File: src/rtl/rwp_pkg.sv
package rwp_pkg;
  // decaying range coefficient: full scale halved once per 2^sh distance step
  function automatic int range_coef(int d, int w, int sh);
    int steps;
    steps = d >>> sh;
    if (steps >= w) return 0;
    return ((1 << w) - 1) >>> steps;
  endfunction
endpackage

File: src/rtl/rwp_lane.sv
module rwp_lane #(
  parameter int PIX_W     = 8,
  parameter int COEF_W    = 8,
  parameter int LUT_SHIFT = 4
) (
  input  logic                      clk_i,
  input  logic                      rst_ni,
  input  logic [PIX_W-1:0]          pix_i,
  input  logic [PIX_W-1:0]          cen_i,
  output logic [PIX_W+COEF_W-1:0]   wpix_o,
  output logic [COEF_W-1:0]         coef_o
);
  localparam int LUT_N = 1 << PIX_W;
  localparam int WP_W  = PIX_W + COEF_W;
  localparam logic [COEF_W-1:0] COEF_MAX = {COEF_W{1'b1}};
  localparam int ZERO_FROM = COEF_W << LUT_SHIFT;

  logic [PIX_W-1:0]  pix_a, cen_a, pix_b, pix_c, diff_b;
  logic [COEF_W-1:0] coef_c;
  logic [PIX_W-1:0]  diff_c;
  logic [COEF_W-1:0] lut [LUT_N];

  for (genvar i = 0; i < LUT_N; i++) begin : g_lut
    assign lut[i] = COEF_W'(rwp_pkg::range_coef(i, COEF_W, LUT_SHIFT));
  end

  assign diff_c = (pix_a >= cen_a) ? pix_a - cen_a : cen_a - pix_a;

  always_ff @(posedge clk_i or negedge rst_ni) begin
    if (!rst_ni) begin
      pix_a  <= '0;
      cen_a  <= '0;
      pix_b  <= '0;
      diff_b <= '0;
      pix_c  <= '0;
      coef_c <= '0;
      wpix_o <= '0;
      coef_o <= '0;
    end else begin
      pix_a  <= pix_i;
      cen_a  <= cen_i;
      pix_b  <= pix_a;
      diff_b <= diff_c;
      pix_c  <= pix_b;
      coef_c <= lut[diff_b];
      wpix_o <= WP_W'(pix_c) * WP_W'(coef_c);
      coef_o <= coef_c;
    end
  end

  assert_match_full_R3: assert property (@(posedge clk_i) disable iff (!rst_ni)
    (pix_a == cen_a) |-> ##3 (coef_o == COEF_MAX));
  assert_far_zero_R3: assert property (@(posedge clk_i) disable iff (!rst_ni)
    (int'(diff_b) >= ZERO_FROM) |=> (coef_c == '0));
  assert_zero_coef_R4: assert property (@(posedge clk_i) disable iff (!rst_ni)
    (coef_o == '0) |-> (wpix_o == '0));
endmodule

File: src/rtl/rwp_centre.sv
module rwp_centre #(
  parameter int PIX_W  = 8,
  parameter int COEF_W = 8,
  parameter int DEPTH  = 4
) (
  input  logic                    clk_i,
  input  logic                    rst_ni,
  input  logic                    valid_i,
  input  logic                    first_i,
  input  logic [PIX_W-1:0]        center_i,
  output logic [PIX_W-1:0]        cen_o,
  output logic                    valid_o,
  output logic [PIX_W+COEF_W-1:0] wcen_o
);
  localparam int WP_W = PIX_W + COEF_W;
  localparam logic [COEF_W-1:0] COEF_MAX = {COEF_W{1'b1}};

  logic [PIX_W-1:0] cen_q, cen_a;
  logic [WP_W-1:0]  wc_q [DEPTH-1];
  logic [DEPTH-1:0] vld_q;

  assign cen_o = (valid_i && first_i) ? center_i : cen_q;

  always_ff @(posedge clk_i or negedge rst_ni) begin
    if (!rst_ni) begin
      cen_q <= '0;
      cen_a <= '0;
      vld_q <= '0;
    end else begin
      if (valid_i && first_i) cen_q <= center_i;
      cen_a <= cen_o;
      vld_q <= {vld_q[DEPTH-2:0], valid_i};
    end
  end

  for (genvar s = 0; s < DEPTH - 1; s++) begin : g_dly
    always_ff @(posedge clk_i or negedge rst_ni) begin
      if (!rst_ni)     wc_q[s] <= '0;
      else if (s == 0) wc_q[s] <= WP_W'(cen_a) * WP_W'(COEF_MAX);
      else             wc_q[s] <= wc_q[s-1];
    end
  end

  assign wcen_o  = wc_q[DEPTH-2];
  assign valid_o = vld_q[DEPTH-1];

  assert_wcen_scale_R5: assert property (@(posedge clk_i) disable iff (!rst_ni)
    valid_o |-> ((wcen_o % WP_W'(COEF_MAX)) == '0));
endmodule

File: src/rtl/range_weight_pipe.sv
module range_weight_pipe #(
  parameter int PIX_W     = 8,
  parameter int COEF_W    = 8,
  parameter int N_GRP     = 6,
  parameter int LUT_SHIFT = 4
) (
  input  logic                              clk_i,
  input  logic                              rst_ni,
  input  logic                              valid_i,
  input  logic                              first_i,
  input  logic [PIX_W-1:0]                  center_i,
  input  logic [N_GRP*PIX_W-1:0]            grp_pix_i,
  output logic                              valid_o,
  output logic [N_GRP*(PIX_W+COEF_W)-1:0]   wpix_o,
  output logic [N_GRP*COEF_W-1:0]           coef_o,
  output logic [PIX_W+COEF_W-1:0]           wcen_o,
  output logic [COEF_W-1:0]                 cen_coef_o
);
  localparam int WP_W  = PIX_W + COEF_W;
  localparam int LAT   = 4;

  logic [PIX_W-1:0] cen_eff;

  rwp_centre #(.PIX_W(PIX_W), .COEF_W(COEF_W), .DEPTH(LAT)) u_cen (
    .clk_i, .rst_ni, .valid_i, .first_i, .center_i,
    .cen_o(cen_eff), .valid_o, .wcen_o
  );

  for (genvar g = 0; g < N_GRP; g++) begin : g_lane
    rwp_lane #(.PIX_W(PIX_W), .COEF_W(COEF_W), .LUT_SHIFT(LUT_SHIFT)) u_lane (
      .clk_i, .rst_ni,
      .pix_i  (grp_pix_i[g*PIX_W +: PIX_W]),
      .cen_i  (cen_eff),
      .wpix_o (wpix_o[g*WP_W +: WP_W]),
      .coef_o (coef_o[g*COEF_W +: COEF_W])
    );
  end

  assign cen_coef_o = {COEF_W{1'b1}};

  assert_valid_lat_R6: assert property (@(posedge clk_i) disable iff (!rst_ni)
    valid_o == $past(valid_i, LAT));
  assert_cen_hold_R1: assert property (@(posedge clk_i) disable iff (!rst_ni)
    (valid_i && !first_i && $past(valid_i)) |-> (cen_eff == $past(cen_eff)));
endmodule

File: config.mk
export PLATFORM = sky130hd
export DESIGN_NAME = range_weight_pipe
export DESIGN_NICKNAME = d
export VERILOG_FILES = /design/src/rtl/rwp_pkg.sv /design/src/rtl/rwp_lane.sv /design/src/rtl/rwp_centre.sv /design/src/rtl/range_weight_pipe.sv
export SDC_FILE = /design/constraint.sdc
export NUM_CORES = 1
export LEC_CHECK = 0
export ABC_AREA = 1
export BUFFER_PORTS_ARGS = -buffer_cell sky130_fd_sc_hd__buf_2
export CORE_MARGIN = 3
export CORE_UTILIZATION = 40
export DETAILED_ROUTE_END_ITERATION = 16
export PLACE_DENSITY_LB_ADDON = 0.05
export SETUP_SLACK_MARGIN = 0.3
export SKIP_LAST_GASP = 1
export SLEW_MARGIN = 20
export SYNTH_ARGS = -nofsm -noshare
export SYNTH_HDL_FRONTEND = slang
export SYNTH_HIERARCHICAL = 1
export SYNTH_SLANG_ARGS = --single-unit
File: constraint.sdc
create_clock -name clk_i -period 4.3 [get_ports clk_i]
set_input_delay 0.43 -clock clk_i [delete_from_list [all_inputs] [get_ports clk_i]]
set_output_delay 0.43 -clock clk_i [all_outputs]
set_load 0.01 [all_outputs]
==> results_dict.tcl, run 1 <==
set metrics [dict create \
    outcome "finished clean" \
    cts_made_buffers 56 \
    synth_area_leader_cell "dfrtp_1" \
    met3WireLength_um 2690 \
    postRouteAntennaNets 0 \
    die_y_um 292 \
    seq_area_frac_synth_pct 35.7 \
    n_fill_cell 8097 \
    antenna_found_initial 6 \
    port_buffers 220 \
    rows 104 \
    wl_per_cell_um 13.8 \
    crit_arrival_ps 4280 \
    ys_seq_elements 468 \
    timing.final.ws_setup_ps 511 \
    final_common_cell "nand2_1" \
    core_sq_um 80800 \
    top_layer_used "met4" \
    grt-ovfl-total 0 \
    finalCritPeriodShare_pct 88.1 \
    max_freq_mhz 264 \
    layout_common_cells "1132 x nand2_1, 1053 x inv_1, 388 x dfrtp_1" \
    yosysTopAreaCellShare_pct 35.7 \
    cts_tree "done" \
    place.gp.congestion 0.875 \
    ios 229 \
    syn_to_final_growth_pct 16.0 \
    multi_input_area_sq_um 16800 \
    path_max_fanout 9 \
    worst_pin_slew_ps 1050 \
    finalNetCount 4866 \
    slew_headroom_pct 29.7 \
    firstDrtPassIters 5 \
    grt_max_degree 103 \
    cts_root_buffer "clkbuf_16" \
    drtIter0Drc 976 \
    die-area_sq_um 85400 \
    syn_avg_cell_area_sq_um 8.32 \
    track_usage_pct 17.7 \
    rsz0062_at_grt "yes" \
    path_class "reg -> reg" \
    start_kind "flip-flop" \
    cp-end-kind "flip-flop" \
    maxSlewViolCount 0 \
    cap_violations 0 \
    cp.required_ps 4790 \
    clk_path_buf_depth 3 \
    cts.sinks 468 \
    grt_pass1_vias 23714 \
    drive_above_1_share_pct 12.1 \
    regArea_sq_um 11800 \
    vias_per_cell 4.43 \
    final_core_util_pct 47.1 \
    finClkSkew_ps 20.3 \
    pre_cts_ws_ps 316 \
    wirelength_met1_um 36200 \
    ys_top_cells_by_area "dfrtp_1 36%, fa_1 15%, ha_1 13%, nand2_1 13%, inv_1 12%" \
    wl_met2_um 33400 \
    ys_types 27 \
    wl_um 73500 \
    start_util_pct 40.6 \
    insertion_delay_ps 600 \
    tns_ps 0 \
    route.detailed.drc 0 \
    synthesis.yosys.warnings 6 \
    layout_min_cycle_time_ps 3790 \
    netlist_area_sq_um 32800 \
    setup_viol 0 \
    grt_first_pass_wirelength_um 123000 \
    dieWidth_um 292 \
    syn_inst 3940 \
    final-hold-violation-count 0 \
    dp_hpwl_um 57600 \
    htreeDepth 2 \
    holdCritPathClass "in -> reg" \
    clk_pin_slew_ps 60 \
    vias 23566 \
]
-- timing repair --
| item | in CTS | in global routing |
|---|---|---|
| pin swaps | 0 | 2 |
| setup endpoints to repair | 2 | 55 |
| gates resized for setup | 2 | 118 |
| hold buffers | 50 | 0 |
| endpoints found under the hold margin | 143 | 0 |
| buffers inserted | 0 | 46 |
| gates cloned | 0 | 0 |
-- cells by family after synthesis --
kind of cell	synth area share, %
flip-flops	35.7
AO/OA/AOI/OAI	2.33
other	0.0114
buffers and inverters	13.8
multiplexers	0.0687
XOR/XNOR	1.47
AND/OR/NAND/NOR	18.5
adder cells (fa/ha/maj)	28.1
-- through the flow --
stage / cell area (sq um) / hold WS (ps) / cells
6_report: 38000 / 265 / 5325
5_1_grt: 38000 / 264 / 5324
4_1_cts: 37400 / 244 / 5278
3_5_place_dp: 34900 / 335 / 5124
3_3_place_gp: 34900 / 331 / 5124
2_1_floorplan: 32800 / 134 / 3947
-- final cells by class --
type | count | area share, %
Sequential cell | 468 | 31.1
Antenna cell | 1 | 0.00658
Tap cell | 1060 | 3.49
Multi-Input combinational cell | 2300 | 44.1
Clock inverter | 24 | 0.958
Timing Repair Buffer | 334 | 5.65
Clock buffer | 80 | 4.32
Inverter | 1058 | 10.5
-- worst max-delay path: stages (launching register included) --
cell and delay (ps):
dfrtp_2 480, nand2_1 90, inv_1 50, fa_1 470
fa_1 540, inv_1 50, fa_1 460, fa_1 540
inv_1 40, ha_1 360, nand2_1 140, nand2_1 70
nand2_1 50, nand2_1 60, nand2_1 80, nand3_1 80
nand2_1 60, nand2_1 50
-- final timing paths --
path | startpoint | to | slack (ps) | depth (start not counted)
min in group asynchronous | rst_ni | g_lane[1].u_lane/wpix_o[14] | 450 | 2
worst max-delay path | g_lane[1].u_lane/coef_c[4] | g_lane[1].u_lane/wpix_o[13] | 510 | 17
worst min-delay path | center_i[6] | u_cen/cen_a[6] | 270 | 3
worst min register to register | g_lane[4].u_lane/pix_b[4] | g_lane[4].u_lane/pix_c[4] | 340 | 0
worst max register to register | g_lane[1].u_lane/coef_c[4] | g_lane[1].u_lane/wpix_o[13] | 510 | 17
max in group asynchronous | rst_ni | g_lane[2].u_lane/pix_c[4] | 2770 | 3
-- flip-flops by register name, indices dropped and copies added (netlist names) --
register / cells
u_cen/wc_q: 32
u_cen/wcen_o: 16
u_cen/cen_a: 8
g_lane.u_lane/pix_a: 48
g_lane.u_lane/diff_b: 24
g_lane.u_lane/wpix_o: 96
g_lane.u_lane/coef_o: 48
g_lane.u_lane/pix_b: 48
g_lane.u_lane/pix_c: 48
u_cen/vld_q: 4
g_lane.u_lane/coef_c: 48
g_lane.u_lane/cen_a: 48
-- layer usage --
metal,vias to the layer above,track usage (%)
li1,12055,-
met1,11093,25.5
met2,338,28.5
met3,80,2.44
met4,0,3.57
met5,-,0
-- cells in the mapped netlist, drive strengths merged --
| master | instances |
|---|---|
| nand3b | 1 |
| a31oi | 6 |
| fa | 245 |
| nand4 | 58 |
| ha | 343 |
| o21bai | 12 |
| buf | 25 |
| inv | 1058 |
| o31ai | 6 |
| nor3 | 6 |
| clkbuf | 96 |
| o21ai | 12 |
| a21oi | 95 |
| xnor2 | 25 |
| xor2 | 30 |
| dfrtp | 468 |
| a21o | 7 |
| nand2 | 1144 |
| mux2 | 2 |
| nand3 | 155 |
| nor2 | 145 |
| conb | 1 |
Power of run 1 is not shown: default switching activity piles up to over one toggle a cycle in this logic, so the estimate is an artifact.
==> inputs of run 2 (changes only) <==
--- a/config.mk
+++ b/config.mk
@@ -11,6 +11,7 @@
 export CORE_UTILIZATION = 40
 export DETAILED_ROUTE_END_ITERATION = 16
 export PLACE_DENSITY_LB_ADDON = 0.05
+export REMOVE_ABC_BUFFERS = 1
 export SETUP_SLACK_MARGIN = 0.3
 export SKIP_LAST_GASP = 1
 export SLEW_MARGIN = 20
==> run 2 against run 1 <==
Effect of this change:
- count of clock-buffer cells in the layout shrank 10
- via count grew 0.22%
- setup slack lost 12 ps
- highest routed layer is now met5
- register-to-register slack is essentially flat
- worst hold slack lost 82 ps
- critical endpoint is now g_lane[0].u_lane/wpix_o[15]
- design area is essentially flat
- critical path type unchanged
- die area is the same
- cell count grew 0.30%
- non-clock buffer count grew 17
- largest cell class unchanged
- first-iteration DRC count shrank 2.4%
- routed wire length grew 1.1%
- core utilization is essentially flat
==> results_dict.tcl, run 2 (synthesis results as in run 1) <==
set metrics [dict create \
    finClkSkew_ps 19.5 \
    final-hold-violation-count 0 \
    wl_um 74300 \
    dp_hpwl_um 58800 \
    rows 104 \
    rsz0062_at_grt "yes" \
    postRouteAntennaNets 0 \
    hold_depth 3 \
    ios 229 \
    cp-end-kind "flip-flop" \
    finalCritPeriodShare_pct 88.4 \
    crit_top_cell "fa_1" \
    final_common_cell "nand2_1" \
    route.detailed.drc 0 \
    firstDrtPassIters 5 \
    drtIter0Drc 953 \
    syn_to_final_growth_pct 16.2 \
    cts_made_buffers 55 \
    tns_ps 0 \
    grt_first_pass_wirelength_um 123000 \
    cp_slowest_cell "fa_1" \
    cap_violations 0 \
    regMostFlops "g_lane.u_lane/wpix_o" \
    layout_common_cells "1131 x nand2_1, 1053 x inv_1, 393 x dfrtp_1" \
    vias_per_cell 4.42 \
    max_stage_delay_ps 540 \
    finalNetCount 4882 \
    path_class "reg -> reg" \
    wl_per_cell_um 13.9 \
    outcome "finished clean" \
    cts_root_buffer "clkbuf_16" \
    grt-ovfl-total 0 \
    grt_max_degree 103 \
    die_y_um 292 \
    start_kind "flip-flop" \
    htreeDepth 2 \
    worst_pin_slew_ps 854 \
    track_usage_pct 17.8 \
    setup_viol 0 \
    drive_above_1_share_pct 12.2 \
    core_sq_um 80800 \
    crit_arrival_ps 4290 \
    start_util_pct 40.6 \
    place.gp.congestion 0.843 \
    port_buffers 220 \
    maxSlewViolCount 0 \
    antenna_found_initial 8 \
    path_max_fanout 7 \
    die-area_sq_um 85400 \
    n_fill_cell 8028 \
    cp.required_ps 4790 \
    cts_tree "done" \
    path_cells "nand2_1 -> inv_1 -> fa_1 -> fa_1 -> fa_1 -> inv_1 -> fa_1 -> inv_1 -> ha_2 -> nand2_1 -> nor2_1 -> nand3_1 -> nand4_1 -> nand2_1" \
    largest_register_ffs 96 \
    dieWidth_um 292 \
    cts.sinks 468 \
    vias 23618 \
    clk_pin_slew_ps 60 \
    reg2reg_depth 14 \
    max_freq_mhz 263 \
    clk_path_buf_depth 3 \
    grt_pass1_vias 23761 \
    slew_headroom_pct 43.1 \
    final_core_util_pct 47.1 \
    holdCritPathClass "in -> reg" \
    insertion_delay_ps 610 \
    layout_min_cycle_time_ps 3800 \
]
run 2: layout make-up:
| type | instances | area, sq um | area share (%) |
|---|---|---|---|
| multi-input combinational | 2300 | 16700 | 43.9 |
| sequential | 468 | 11800 | 31.0 |
| clock buffer | 70 | 1520 | 3.98 |
| inverter | 1058 | 3980 | 10.5 |
| timing repair buffer | 351 | 2290 | 6.02 |
| clock inverter | 31 | 420 | 1.10 |
| antenna | 3 | 7.51 | 0.0197 |
| tap | 1060 | 1330 | 3.48 |
run 2: worst max-delay path, delay by kind of cell, from the launching register on:
kind | cells | cell delay, ps
DFF | 1 | 460
buffers and inverters | 3 | 140
and+or+nand+nor | 6 | 630
adders and majority gates | 5 | 2430
run 2: per-layer routing:
layer / track usage, % / wire length [um]
met3: 2.52 / 2660
met5: 0 / 13
met4: 3.53 / 1260
met1: 25.2 / 36300
met2: 29.2 / 34100
run 2: timing repair:
item,in CTS,in global routing
resized for setup,2,109
hold endpoints to repair,143,0
buffers inserted,0,56
setup endpoints to repair,2,53
hold buffers,50,0
pin swaps,0,4
cloned,0,0
run 2: metrics by stage:
| step | cell area (sq um) | worst slack, ps | hold WS (ps) | instances |
|---|---|---|---|---|
| after CTS | 37400 | 308 | 122 | 5282 |
| after global routing | 38100 | 283 | 165 | 5338 |
| final | 38100 | 499 | 183 | 5341 |
| after floorplan | 32200 | 591 | 134 | 3826 |
| after global placement | 35000 | 330 | 332 | 5131 |
| after detailed placement | 35000 | 292 | 335 | 5131 |
run 2: final timing paths:
path	start	end	slack [ps]
worst min register to register	g_lane[5].u_lane/pix_b[4]	g_lane[5].u_lane/pix_c[4]	340
max in group asynchronous	rst_ni	g_lane[1].u_lane/pix_a[1]	2690
min in group asynchronous	rst_ni	g_lane[2].u_lane/wpix_o[6]	510
worst max-delay path	g_lane[0].u_lane/pix_c[2]	g_lane[0].u_lane/wpix_o[15]	500
worst max register to register	g_lane[0].u_lane/pix_c[2]	g_lane[0].u_lane/wpix_o[15]	500
worst min-delay path	center_i[2]	g_lane[0].u_lane/cen_a[2]	180
Power of run 2 is left out for the same reason.
